`config.mk`:
```
export PLATFORM = sky130hd
export DESIGN_NAME = hzd_ctrl
export DESIGN_NICKNAME = d
export VERILOG_FILES = /design/src/rtl/hzd_pkg.sv /design/src/rtl/hzd_cmp.sv /design/src/rtl/hzd_resolve.sv /design/src/rtl/hzd_selreg.sv /design/src/rtl/hzd_ctrl.sv
export SDC_FILE = /design/constraint.sdc
export NUM_CORES = 1
export LEC_CHECK = 0
export BUFFER_PORTS_ARGS = -buffer_cell sky130_fd_sc_hd__clkbuf_2
export CAP_MARGIN = 20
export CORE_UTILIZATION = 39
export DETAILED_ROUTE_END_ITERATION = 12
export HOLD_SLACK_MARGIN = 0.05
export PLACE_DENSITY = 0.78
export SLEW_MARGIN = 5
export SYNTH_ARGS = -nofsm -noshare
export SYNTH_HDL_FRONTEND = slang
export SYNTH_SLANG_ARGS = --single-unit
```
`constraint.sdc`:
```
create_clock -name clk -period 2.35 [get_ports clk]
set_input_delay 0.3525 -clock clk [delete_from_list [all_inputs] [get_ports clk]]
set_output_delay 0.3525 -clock clk [all_outputs]
set_load 0.05 [all_outputs]
```
`src/rtl/hzd_pkg.sv`:
```
package hzd_pkg;

  typedef enum logic [1:0] {
    SEL_RF    = 2'b00,
    SEL_EXMEM = 2'b01,
    SEL_MEMWB = 2'b10
  } opsel_e;

  // Operand source for an instruction about to enter EX; younger producer first.
  function automatic opsel_e choose_sel(input logic fwd_on, input logic hit_ex,
                                        input logic hit_mem);
    if (!fwd_on)       return SEL_RF;
    else if (hit_ex)   return SEL_EXMEM;
    else if (hit_mem)  return SEL_MEMWB;
    else               return SEL_RF;
  endfunction

  // Whether one decode source must hold decode this cycle.
  function automatic logic need_hold(input logic fwd_on, input logic hit_ex,
                                     input logic ex_is_load, input logic hit_mem,
                                     input logic hit_wb);
    if (fwd_on) return hit_ex & ex_is_load;
    else        return hit_ex | hit_mem | hit_wb;
  endfunction

endpackage

```
`src/rtl/hzd_cmp.sv`:
```
module hzd_cmp #(
  parameter int REG_AW = 5
) (
  input  logic              clk,
  input  logic              rst_n,
  input  logic [REG_AW-1:0] src,
  input  logic              used,
  input  logic [REG_AW-1:0] ex_rd,
  input  logic              ex_wr,
  input  logic [REG_AW-1:0] mem_rd,
  input  logic              mem_wr,
  input  logic [REG_AW-1:0] wb_rd,
  input  logic              wb_wr,
  output logic              hit_ex,
  output logic              hit_mem,
  output logic              hit_wb
);

  logic live;  // source actually reads a real register
  assign live = used && (src != '0);

  assign hit_ex  = live && ex_wr  && (ex_rd  == src);
  assign hit_mem = live && mem_wr && (mem_rd == src);
  assign hit_wb  = live && wb_wr  && (wb_rd  == src);

  p_zero_src_r6: assert property (@(posedge clk) disable iff (!rst_n)
    ((src == '0) || !used) |-> !(hit_ex || hit_mem || hit_wb));
  p_silent_writer_r6: assert property (@(posedge clk) disable iff (!rst_n)
    (!ex_wr && !mem_wr && !wb_wr) |-> !(hit_ex || hit_mem || hit_wb));

endmodule

```
`src/rtl/hzd_resolve.sv`:
```
module hzd_resolve
  import hzd_pkg::*;
#(
  parameter int NSRC = 2
) (
  input  logic                 clk,
  input  logic                 rst_n,
  input  logic                 fwd_mode,
  input  logic                 ex_is_load,
  input  logic [NSRC-1:0]      hit_ex,
  input  logic [NSRC-1:0]      hit_mem,
  input  logic [NSRC-1:0]      hit_wb,
  output logic                 stall,
  output logic [NSRC-1:0][1:0] sel_nxt
);

  logic [NSRC-1:0] hold_src;
  logic            load_use;   // forwarding scheme: load result not ready yet
  logic            wait_wb;    // waiting scheme: producer still in flight

  always_comb begin
    for (int i = 0; i < NSRC; i++) begin
      hold_src[i] = need_hold(fwd_mode, hit_ex[i], ex_is_load, hit_mem[i], hit_wb[i]);
      sel_nxt[i]  = choose_sel(fwd_mode, hit_ex[i], hit_mem[i]);
    end
  end

  assign load_use = fwd_mode  && (|hold_src);
  assign wait_wb  = !fwd_mode && (|hold_src);
  assign stall    = load_use || wait_wb;

  p_wait_any_r1: assert property (@(posedge clk) disable iff (!rst_n)
    (!fwd_mode && (|(hit_ex | hit_mem | hit_wb))) |-> stall);
  p_load_only_r3: assert property (@(posedge clk) disable iff (!rst_n)
    (fwd_mode && stall) |-> (ex_is_load && (|hit_ex)));
  p_young_first_r5: assert property (@(posedge clk) disable iff (!rst_n)
    (fwd_mode && hit_ex[0] && hit_mem[0]) |-> (sel_nxt[0] == SEL_EXMEM));

endmodule

```
`src/rtl/hzd_selreg.sv`:
```
module hzd_selreg #(
  parameter int NSRC = 2
) (
  input  logic                 clk,
  input  logic                 rst_n,
  input  logic                 fwd_mode,
  input  logic                 stall,
  input  logic [NSRC-1:0][1:0] sel_nxt,
  output logic [NSRC-1:0][1:0] sel_q
);

  always_ff @(posedge clk or negedge rst_n) begin
    if (!rst_n)     sel_q <= '0;
    else if (stall) sel_q <= '0;      // bubble enters EX
    else            sel_q <= sel_nxt;
  end

  p_bubble_sel_r7: assert property (@(posedge clk) disable iff (!rst_n)
    stall |=> (sel_q == '0));
  p_nofwd_sel_r8: assert property (@(posedge clk) disable iff (!rst_n)
    !fwd_mode |=> (sel_q == '0));

  for (genvar g = 0; g < NSRC; g++) begin : g_code
    p_legal_code_r4: assert property (@(posedge clk) disable iff (!rst_n)
      sel_q[g] != 2'b11);
  end

endmodule

```
`src/rtl/hzd_ctrl.sv`:
```
module hzd_ctrl #(
  parameter int REG_AW = 5
) (
  input  logic              clk,
  input  logic              rst_n,
  input  logic              fwd_mode,
  input  logic [REG_AW-1:0] id_rs1,
  input  logic              id_rs1_used,
  input  logic [REG_AW-1:0] id_rs2,
  input  logic              id_rs2_used,
  input  logic [REG_AW-1:0] ex_rd,
  input  logic              ex_wr,
  input  logic              ex_load,
  input  logic [REG_AW-1:0] mem_rd,
  input  logic              mem_wr,
  input  logic [REG_AW-1:0] wb_rd,
  input  logic              wb_wr,
  output logic              stall,
  output logic [1:0]        fwd_a,
  output logic [1:0]        fwd_b
);

  localparam int NSRC = 2;

  logic [NSRC-1:0][REG_AW-1:0] src_reg;
  logic [NSRC-1:0]             src_used;
  logic [NSRC-1:0]             hit_ex, hit_mem, hit_wb;
  logic [NSRC-1:0][1:0]        sel_nxt, sel_q;
  logic                        ex_is_load;

  assign src_reg[0]  = id_rs1;
  assign src_reg[1]  = id_rs2;
  assign src_used[0] = id_rs1_used;
  assign src_used[1] = id_rs2_used;
  assign ex_is_load  = ex_load && ex_wr;

  for (genvar g = 0; g < NSRC; g++) begin : g_src
    hzd_cmp #(.REG_AW(REG_AW)) u_cmp (
      .clk    (clk),
      .rst_n  (rst_n),
      .src    (src_reg[g]),
      .used   (src_used[g]),
      .ex_rd  (ex_rd),
      .ex_wr  (ex_wr),
      .mem_rd (mem_rd),
      .mem_wr (mem_wr),
      .wb_rd  (wb_rd),
      .wb_wr  (wb_wr),
      .hit_ex (hit_ex[g]),
      .hit_mem(hit_mem[g]),
      .hit_wb (hit_wb[g])
    );
  end

  hzd_resolve #(.NSRC(NSRC)) u_resolve (
    .clk       (clk),
    .rst_n     (rst_n),
    .fwd_mode  (fwd_mode),
    .ex_is_load(ex_is_load),
    .hit_ex    (hit_ex),
    .hit_mem   (hit_mem),
    .hit_wb    (hit_wb),
    .stall     (stall),
    .sel_nxt   (sel_nxt)
  );

  hzd_selreg #(.NSRC(NSRC)) u_selreg (
    .clk     (clk),
    .rst_n   (rst_n),
    .fwd_mode(fwd_mode),
    .stall   (stall),
    .sel_nxt (sel_nxt),
    .sel_q   (sel_q)
  );

  assign fwd_a = sel_q[0];
  assign fwd_b = sel_q[1];

  p_forward_needs_mode_r8: assert property (@(posedge clk) disable iff (!rst_n)
    (fwd_a != 2'b00 || fwd_b != 2'b00) |-> fwd_mode);

endmodule

```
==> summary.txt, run 1 <==
Floorplan
  • Core area: 0.00133 mm²
  • Die W: 40.5 µm
  • Number of cell rows: 13
  • Starting density of the core: 0.433
  • Die area: 0.00164 mm²
  • Io pins: 39
  • Chip height: 40.5 µm

Timing
  • Worst Max-Slew Pin Slew: 319 ps
  • Setup violations, final: 0
  • Setup ws final: 115 ps
  • Fin Setup TNS: 0 ps
  • Tmin final: 2230 ps
  • Slew margin rel.: 0.785
  • Final Hold Viols: 0
  • Period utilisation layout: 0.951
  • Highest clock rate: 0.447 GHz
  • Pins Over Slew Limit: 0
  • Unrepaired setup endpoints after global routing: no

Route
  • Vias per cell: 5.11
  • Drt pass-1 iters: 4
  • Routed WL: 1460 µm
  • Drt wl/cell: 11.8 µm
  • DRT iter0 DRCs: 4
  • DRC viols: 0
  • Antenna viol nets, final: 0
  • DR vias: 634

GRT
  • First-pass GRT wire length: 2340 µm
  • Vias in the first global route: 591
  • Largest net degree at the start of global routing: 6
  • GRT Overall Usage: 0.215
  • Grt total ovfl: 0
  • Initial antenna violation count: 0

Yosys
  • Largest cells by area after synthesis: xor2_1 36%, dfrtp_1 17%, xnor2_1 9.1%, nor4_1 6.5%, nand4b_4 4.1%
  • Post-synth cell types: 22
  • Syn Area/Cell: 9.03 µm²
  • Top cell type by total area after synthesis: xor2_1
  • Sequential area share after synthesis: 0.173
  • Yosys reg bits: 4
  • Ys Warns: 0
  • Post-Syn Area: 578 µm²
  • Top cell type's share of synthesized area: 0.364
  • Post-synth top flop: dfrtp_1
  • Cells after synthesis: 64
  • Async set-reset flop share out of synthesis: 1.00
  • Post-synth EDFFs: 0
  • Net count after synthesis: 98

Worst setup path
  • CP top delay family: simple AND/OR/NAND/NOR gates
  • CP max-delay cell: nor4_1
  • CP startpoint kind: input pin
  • Crit-path max FO: 5
  • Critical Path End Type: output port
  • Crit-path cells: clkbuf_2 > xor2_1 > nor4_1 > buf_4 > nand4b_4 > and2_2 > a32oi_2 > buf_2
  • Worst Path Arrival: 1880 ps
  • Worst stage delay on the critical path: 290 ps
  • Crit path kind: in2out
  • Critical path buffers and inverters: 3
  • Required time worst endpoint: 2000 ps

Pwr
  • Power per cell area: 312 mW/mm²
  • Combinational share of power: 0.424
  • Total power after layout: 265 µW
  • Reg power frac: 0.263
  • Leak: 0.000436 µW
  • VDD IR-drop max: 132 µV
  • Sw power: 83.9 µW
  • Clock share of power: 0.313
  • Internal power: 181 µW
  • Switching Fraction: 0.317

Final layout
  • Max reg flops: 4
  • Commonest non-fill, non-tap cell in the layout: clkbuf_2
  • # nets final: 145
  • Area growth, synth to finish: 47.0%
  • Reg with most FFs: u_selreg.sel_q
  • Antenna diodes: 0
  • Leading cell types in the layout, fill and taps excluded: 37 x clkbuf_2, 24 x xor2_1, 6 x nor4_1, 6 x xnor2_1, 4 x dfrtp_1
  • Layout cells sized above 1: 0.477
  • Final Util: 0.637
  • Top flop regs: u_selreg.sel_q (4)
  • # fillers: 119

Clock network
  • CTS sink cnt: 4
  • CTS root buf: clkbuf_4
  • Postcts setup bufs: 0
  • Deepest clock path buffer count: 2
  • Clock H-tree levels: 1
  • CTS Buf Count: 3
  • Worst-path clk slew: 40 ps
  • CTS tree: yes

Place
  • Dpl hpwl: 1320 µm
  • Final GP Congestion: 0.846
  • Dpl ws: 92.0 ps
  • # port buffers: 38

Worst hold path
  • Worst min-delay path class: in2reg

Job
  • Max-cap violations: 0

Run status
  • Status: finished, final reports clean
==> synthesized netlist by cell type (2+ instances only) <==
| library cell | n |
|---|---|
| a21o_2 | 2 |
| nand3_1 | 3 |
| and3_1 | 2 |
| xnor2_1 | 6 |
| nor4_1 | 6 |
| nor3_1 | 3 |
| dfrtp_1 | 4 |
| xor2_1 | 24 |
==> metal layers <==
| metal | share of wire | track usage | up-vias | wire length [µm] |
|---|---|---|---|---|
| met1 | 0.37 | 0.228 | 281 | 542 |
| met3 | 0.056 | 0 | 0 | 82 |
| met5 | 0 | 0 | - | 0 |
| met4 | 0 | 0.0750 | 0 | 0 |
| met2 | 0.57 | 0.440 | 31 | 837 |
| li1 | - | - | 322 | - |
==> cells by family after synthesis <==
logic type | share of synthesized area
xor gates and xnor gates | 0.455
and+or+nand+nor | 0.275
AOI/OAI and AO/OA | 0.0909
DFF | 0.173
buffers and inverters | 0.00649
==> path summary, 6_finish.rpt <==
path	cells after the start	end	startpoint	slack (ps)
hold / removal	3	u_selreg.sel_q[3]$_DFF_PN0_	fwd_mode	440
setup / recovery	8	stall	id_rs2[1]	120
max in group asynchronous	2	u_selreg.sel_q[1]$_DFF_PN0_	rst_n	1760
min in group asynchronous	2	u_selreg.sel_q[3]$_DFF_PN0_	rst_n	470
==> power groups by stage <==
stage | combinational, µW | sequential (µW) | clock, µW
after CTS | 113 | 69.7 | 87.6
after global routing | 124 | 69.7 | 91.8
after detailed placement | 111 | 70.6 | 0
after floorplan | 50.2 | 71.9 | 0
after global placement | 107 | 70.6 | 0
final | 112 | 69.7 | 82.8
==> per-stage QoR <==
| stage | area (µm²) | std cells | hold WS, ps |
|---|---|---|---|
| after floorplan | 586 | 64 | 56.9 |
| after detailed placement | 817 | 120 | 162 |
| final | 850 | 124 | 438 |
| after global placement | 817 | 120 | 157 |
| after global routing | 850 | 124 | 453 |
| after CTS | 850 | 124 | 430 |
==> final cells by class <==
class,instances,area (µm²),area share
multi-input cells,59,482,0.567
flip-flops and latches,4,100,0.118
well taps,15,18.8,0.0221
repair buffers,42,223,0.262
inverters,1,3.75,0.00442
clock buffers,3,22.5,0.0265
==> timing repair <==
action	4_1_cts	5_1_grt
hold endpoints to repair	4	0
setup endpoints to repair	0	1
hold buffers	1	0
gates resized for setup	0	1
Power figures use the tool's default switching activity.
==> inputs of run 2 (changes only) <==
--- a/config.mk
+++ b/config.mk
@@ -7,10 +7,11 @@
 export LEC_CHECK = 0
 export BUFFER_PORTS_ARGS = -buffer_cell sky130_fd_sc_hd__clkbuf_2
 export CAP_MARGIN = 20
-export CORE_UTILIZATION = 39
+export CORE_UTILIZATION = 43
 export DETAILED_ROUTE_END_ITERATION = 12
 export HOLD_SLACK_MARGIN = 0.05
-export PLACE_DENSITY = 0.78
+export PLACE_DENSITY = 0.84
+export SETUP_SLACK_MARGIN = 0.1
 export SLEW_MARGIN = 5
 export SYNTH_ARGS = -nofsm -noshare
 export SYNTH_HDL_FRONTEND = slang
==> run 2 against run 1 <==
Against the previous run: hold slack improved by 8.6 ps; global-route usage increased by 5.1 points; clock-buffer cell count unchanged; die area decreased by 8.9%; first-iteration DRC count increased to 5.5 times the previous value; largest power group unchanged.
==> summary.txt, run 2 (synthesis gave the netlist of run 1 again) <==
Timing
  • Slew margin rel.: 0.766
  • Pins Over Slew Limit: 0
  • Highest clock rate: 0.462 GHz
  • Fin Setup TNS: 0 ps
  • Tmin final: 2160 ps
  • Hold Slack: 446 ps
  • Worst Max-Slew Pin Slew: 352 ps
  • Setup violations, final: 0
  • Period utilisation layout: 0.920
  • Unrepaired setup endpoints after global routing: no
  • Final Hold Viols: 0

Clock network
  • CTS Buf Count: 3
  • Deepest clock path buffer count: 2
  • CTS tree: yes
  • Worst-path clk slew: 40 ps
  • Clock H-tree levels: 1
  • CTS sink cnt: 4
  • CTS root buf: clkbuf_4
  • Postcts setup bufs: 0

Place
  • Dpl hpwl: 1430 µm
  • Final GP Congestion: 0.973
  • # port buffers: 38
  • Cells after DPL: 119

Floorplan
  • Core area: 0.00117 mm²
  • Io pins: 39
  • Die area: 0.00149 mm²
  • Die W: 38.7 µm
  • Chip height: 38.7 µm
  • Number of cell rows: 12
  • Starting density of the core: 0.494

Worst setup path
  • Critical Path End Type: output port
  • Crit path kind: in2out
  • CP startpoint kind: input pin
  • CP startpoint: id_rs1[1]
  • Critical path endpoint: stall
  • Required time worst endpoint: 2000 ps
  • Crit-path max FO: 4
  • Worst Path Arrival: 1810 ps

Final layout
  • Layout cells sized above 1: 0.486
  • Leading cell types in the layout, fill and taps excluded: 37 x clkbuf_2, 24 x xor2_1, 6 x xnor2_1
  • Max reg flops: 4
  • # fillers: 93
  • Reg with most FFs: u_selreg.sel_q
  • # nets final: 145
  • Antenna diodes: 0
  • Sequential Area: 100 µm²
  • Non-filler cells, final: 123
  • Commonest non-fill, non-tap cell in the layout: clkbuf_2
  • Area growth, synth to finish: 48.3%
  • Top flop regs: u_selreg.sel_q (4)
  • Area of the multi-input gates: 488 µm²

GRT
  • Initial antenna violation count: 0
  • Grt total ovfl: 0
  • First-pass GRT wire length: 2640 µm
  • Largest net degree at the start of global routing: 6
  • GRT Overall Usage: 0.266
  • Vias in the first global route: 638

Worst hold path
  • Worst min-delay path class: in2reg

Pwr
  • Clock share of power: 0.320
  • Power per cell area: 319 mW/mm²
  • Reg power frac: 0.255
  • Switching Fraction: 0.336
  • VDD IR-drop max: 199 µV
  • Leak: 0.000436 µW
  • Total power after layout: 274 µW
  • Combinational share of power: 0.425
  • Internal power: 182 µW
  • Sw power: 91.8 µW

Route
  • Drt pass-1 iters: 4
  • Antenna viol nets, final: 0
  • DR vias: 659
  • DRT iter0 DRCs: 22
  • Vias per cell: 5.36
  • DRC viols: 0
  • Drt wl/cell: 13.4 µm
  • Routed WL: 1650 µm

Run status
  • Status: finished, final reports clean

Job
  • Max-cap violations: 0
## run 2: changes by cell type in the layout (fill, tap and decap cells not counted)
cell	previous run	this run
nor4_2	0	1
buf_2	1	0
buf_4	3	4
nor4_1	6	5
## run 2: worst min-delay path by stage
stage          start                          end  slack (ps)  depth (start not counted)
2_1_floorplan  rst_n  u_selreg.sel_q[0]$_DFF_PN0_          60                          0
3_3_place_gp   rst_n  u_selreg.sel_q[0]$_DFF_PN0_         160                          1
3_5_place_dp   rst_n  u_selreg.sel_q[0]$_DFF_PN0_         170                          1
4_1_cts        ex_wr  u_selreg.sel_q[2]$_DFF_PN0_         430                          3
5_1_grt        rst_n  u_selreg.sel_q[2]$_DFF_PN0_         450                          2
6_report       ex_wr  u_selreg.sel_q[2]$_DFF_PN0_         450                          3
## run 2: what timing repair did
| item | CTS | global route |
|---|---|---|
| gates resized for setup | 0 | 4 |
| setup endpoints to repair | 0 | 1 |
| hold buffers | 1 | 0 |
| endpoints found under the hold margin | 4 | 0 |
## run 2: per-stage QoR
stage                     worst slack (ps)  cell area [µm²]   util
after floorplan                        151              586      -
after global placement                 130              816  0.697
after detailed placement               112              816  0.697
after CTS                              106              848  0.724
after global routing                  94.6              857  0.732
final                                  187              857  0.732
## run 2: routing by layer
| metal | global-route usage | up-vias | wire length [µm] |
|---|---|---|---|
| met5 | 0 | - | 0 |
| met4 | 0.0517 | 0 | 0 |
| met3 | 0.0694 | 0 | 81 |
| met2 | 0.500 | 29 | 854 |
| met1 | 0.295 | 306 | 715 |
| li1 | - | 324 | - |
## run 2: cell type report
cell class,instances,share of cell area
Sequential cell,4,0.117
Multi-Input combinational cell,59,0.569
Tap cell,14,0.0204
Inverter,1,0.00438
Timing Repair Buffer,42,0.263
Clock buffer,3,0.0263
## run 2: power groups by stage
stage          clock network [µW]  registers [µW]  logic (µW)
6_report                     87.6            69.7         116
5_1_grt                      96.0            69.7         126
4_1_cts                      91.8            69.7         113
3_5_place_dp                    0            70.6         112
3_3_place_gp                    0            70.5         108
2_1_floorplan                   0            71.9        50.2
## run 2: worst max-delay path, cell delays in order
cell      delay (ps)
clkbuf_2         130
or4_1            530
o21a_1           220
nand4_1          130
and2_2           170
a32oi_2           80
buf_4            200
==> inputs of run 3 (changes only) <==
--- a/config.mk
+++ b/config.mk
@@ -7,12 +7,13 @@
 export LEC_CHECK = 0
 export BUFFER_PORTS_ARGS = -buffer_cell sky130_fd_sc_hd__clkbuf_2
 export CAP_MARGIN = 20
-export CORE_UTILIZATION = 43
+export CORE_UTILIZATION = 40
 export DETAILED_ROUTE_END_ITERATION = 12
 export HOLD_SLACK_MARGIN = 0.05
-export PLACE_DENSITY = 0.84
+export PLACE_DENSITY = 0.8
 export SETUP_SLACK_MARGIN = 0.1
 export SLEW_MARGIN = 5
 export SYNTH_ARGS = -nofsm -noshare
 export SYNTH_HDL_FRONTEND = slang
+export SYNTH_HIERARCHICAL = 1
 export SYNTH_SLANG_ARGS = --single-unit
==> constraint.sdc (replaced) <==
create_clock -name clk -period 2.3 [get_ports clk]
set_input_delay 0.345 -clock clk [delete_from_list [all_inputs] [get_ports clk]]
set_output_delay 0.345 -clock clk [all_outputs]
set_load 0.05 [all_outputs]
==> run 3 against run 2 <==
Against the previous run: the flow now finishes with violations (setup timing); final area grew 11%; power increased by 12%; critical path depth rose by 1; combinational power up 28%; utilization shrank 0.82 points; sequential share of layout area is 1.2 points lower; sequential power up 2%; via count is 6.2% higher; cell count increased by 12%; critical path type unchanged.
==> summary.txt, run 3 <==
Route
  • DRC viols: 0
  • Routed WL: 1820 µm
  • Vias per cell: 5.07
  • Drt wl/cell: 13.2 µm
  • Antenna viol nets, final: 0
  • DR vias: 700
  • Drt pass-1 iters: 4
  • DRT iter0 DRCs: 5

Final layout
  • Commonest non-fill, non-tap cell in the layout: clkbuf_2
  • Max reg flops: 4
  • Leading cell types in the layout, fill and taps excluded: 37 x clkbuf_2, 30 x xnor2_1, 11 x buf_4
  • Area growth, synth to finish: 66.4%
  • # nets final: 159
  • Non-filler cells, final: 138
  • Fin area: 953 µm²
  • # fillers: 103
  • Top flop regs: u_selreg/sel_q (4)
  • Final Util: 0.724
  • Layout cells sized above 1: 0.496
  • Antenna diodes: 0
  • Reg with most FFs: u_selreg/sel_q

Yosys
  • Post-Syn Area: 573 µm²
  • Syn Area/Cell: 8.19 µm²
  • Post-synth top flop: dfrtp_1
  • Cells after synthesis: 70
  • Top cell type by total area after synthesis: xnor2_1
  • Yosys reg bits: 4
  • Count leader, synth: xnor2_1
  • Sequential area share after synthesis: 0.175
  • Ys Warns: 6
  • Net count after synthesis: 104
  • Post-synth cell types: 14
  • Synth top cells by count: 30 x xnor2_1, 7 x nand2_1, 6 x nand4_1, 6 x nor3_1
  • Post-synth EDFFs: 0
  • Largest cells by area after synthesis: xnor2_1 46%, dfrtp_1 17%, nand4_1 6.6%, nor3_1 5.2%, nand2_1 4.6%
  • Top cell type's share of synthesized area: 0.459
  • Async set-reset flop share out of synthesis: 1.00

Place
  • Post-DP Area: 876 µm²
  • Cells after DPL: 134
  • Final GP Congestion: 0.909
  • Dpl hpwl: 1500 µm
  • # port buffers: 38

Pwr
  • Power per cell area: 321 mW/mm²
  • Leak: 0.000434 µW
  • VDD IR-drop max: 153 µV

GRT
  • Initial antenna violation count: 0
  • Largest net degree at the start of global routing: 6
  • Grt total ovfl: 0
  • GRT Overall Usage: 0.244
  • Vias in the first global route: 611
  • First-pass GRT wire length: 2440 µm

Clock network
  • Worst-path clk slew: 40 ps
  • CTS sink cnt: 4
  • CTS tree: yes
  • Deepest clock path buffer count: 2
  • CTS Buf Count: 3
  • Clock H-tree levels: 1
  • Postcts setup bufs: 0
  • CTS root buf: clkbuf_4

Floorplan
  • Die area: 0.00159 mm²
  • Die W: 39.9 µm
  • Io pins: 39
  • Core area: 0.00132 mm²
  • Chip height: 39.9 µm
  • Number of cell rows: 13
  • Starting density of the core: 0.435

Worst setup path
  • Crit-path cells: clkbuf_2 > or4_4 > o21ai_4 > nor3_1 > or4_4 > nor3_4 > o21ai_4 > buf_8
  • Critical Path End Type: output port
  • CP max-delay cell: or4_4
  • Worst Path Arrival: 2210 ps
  • Required time worst endpoint: 1960 ps
  • Worst stage delay on the critical path: 550 ps
  • Crit-path max FO: 3
  • CP top delay family: simple AND/OR/NAND/NOR gates
  • Critical path buffers and inverters: 2
  • Crit path kind: in2out
  • CP startpoint kind: input pin

Timing
  • Slew margin rel.: 0.630
  • Tmin final: 2560 ps
  • Pins Over Slew Limit: 0
  • Period utilisation layout: 1.11
  • Unrepaired setup endpoints after global routing: yes
  • Highest clock rate: 0.391 GHz
  • Setup ws final: -258 ps
  • Final Hold Viols: 0
  • Setup violations, final: 1
  • Worst Max-Slew Pin Slew: 551 ps

Job
  • Max-cap violations: 0

Run status
  • Status: complete, but fails checks
  • Failing checks: setup timing

Worst hold path
  • Worst min-delay path class: in2async
-- run 3: timing repair --
action,CTS,global route
resized for setup,9,1
pin swaps,1,0
gates cloned,0,0
endpoints found under the setup margin,1,4
hold buffers,1,0
endpoints found under the hold margin,4,0
-- run 3: path summary, 6_finish.rpt --
| check | from | to | slack, ps | cells past startpoint |
|---|---|---|---|---|
| min | rst_n | u_selreg/sel_q[1]$_DFF_PN0_ | 470 | 2 |
| max in group asynchronous | rst_n | u_selreg/sel_q[0]$_DFF_PN0_ | 1710 | 2 |
| min in group clk | fwd_mode | u_selreg/sel_q[1]$_DFF_PN0_ | 510 | 4 |
| max | id_rs1[1] | stall | -260 | 8 |
-- run 3: area by class of cell --
class,instances,area [µm²],share of cell area
clock buffers,3,22.5,0.0236
multi-input cells,66,519,0.545
flip-flops and latches,4,100,0.105
well taps,15,18.8,0.0197
repair buffers,50,293,0.307
-- run 3: layer usage --
metal | vias up | wire length [µm] | global-route usage
li1 | 349 | - | -
met1 | 311 | 666 | 0.221
met2 | 34 | 993 | 0.496
met3 | 6 | 105 | 0.0455
met4 | 0 | 50 | 0.121
met5 | - | 0 | 0
-- run 3: power breakdown --
part	switching, µW	internal (µW)	total [µW]
logic	69.9	77.9	148
registers	0.110	71.1	71.2
clock network	28.6	58.4	87.0
-- run 3: stage by stage --
step	setup slack [ps]	setup TNS [ps]	power, µW	hold slack, ps
CTS	-239	-239	305	450
floorplan	-19.8	-19.8	136	49.4
detailed placement	-347	-690	210	152
finish	-258	-258	306	466
global placement	-288	-360	205	150
global route	-301	-301	324	487
-- run 3: logic make-up after synthesis --
family / share of synthesized area
XOR/XNOR: 0.459
AND/OR/NAND/NOR: 0.319
flip-flops: 0.175
AO/OA/AOI/OAI: 0.0480
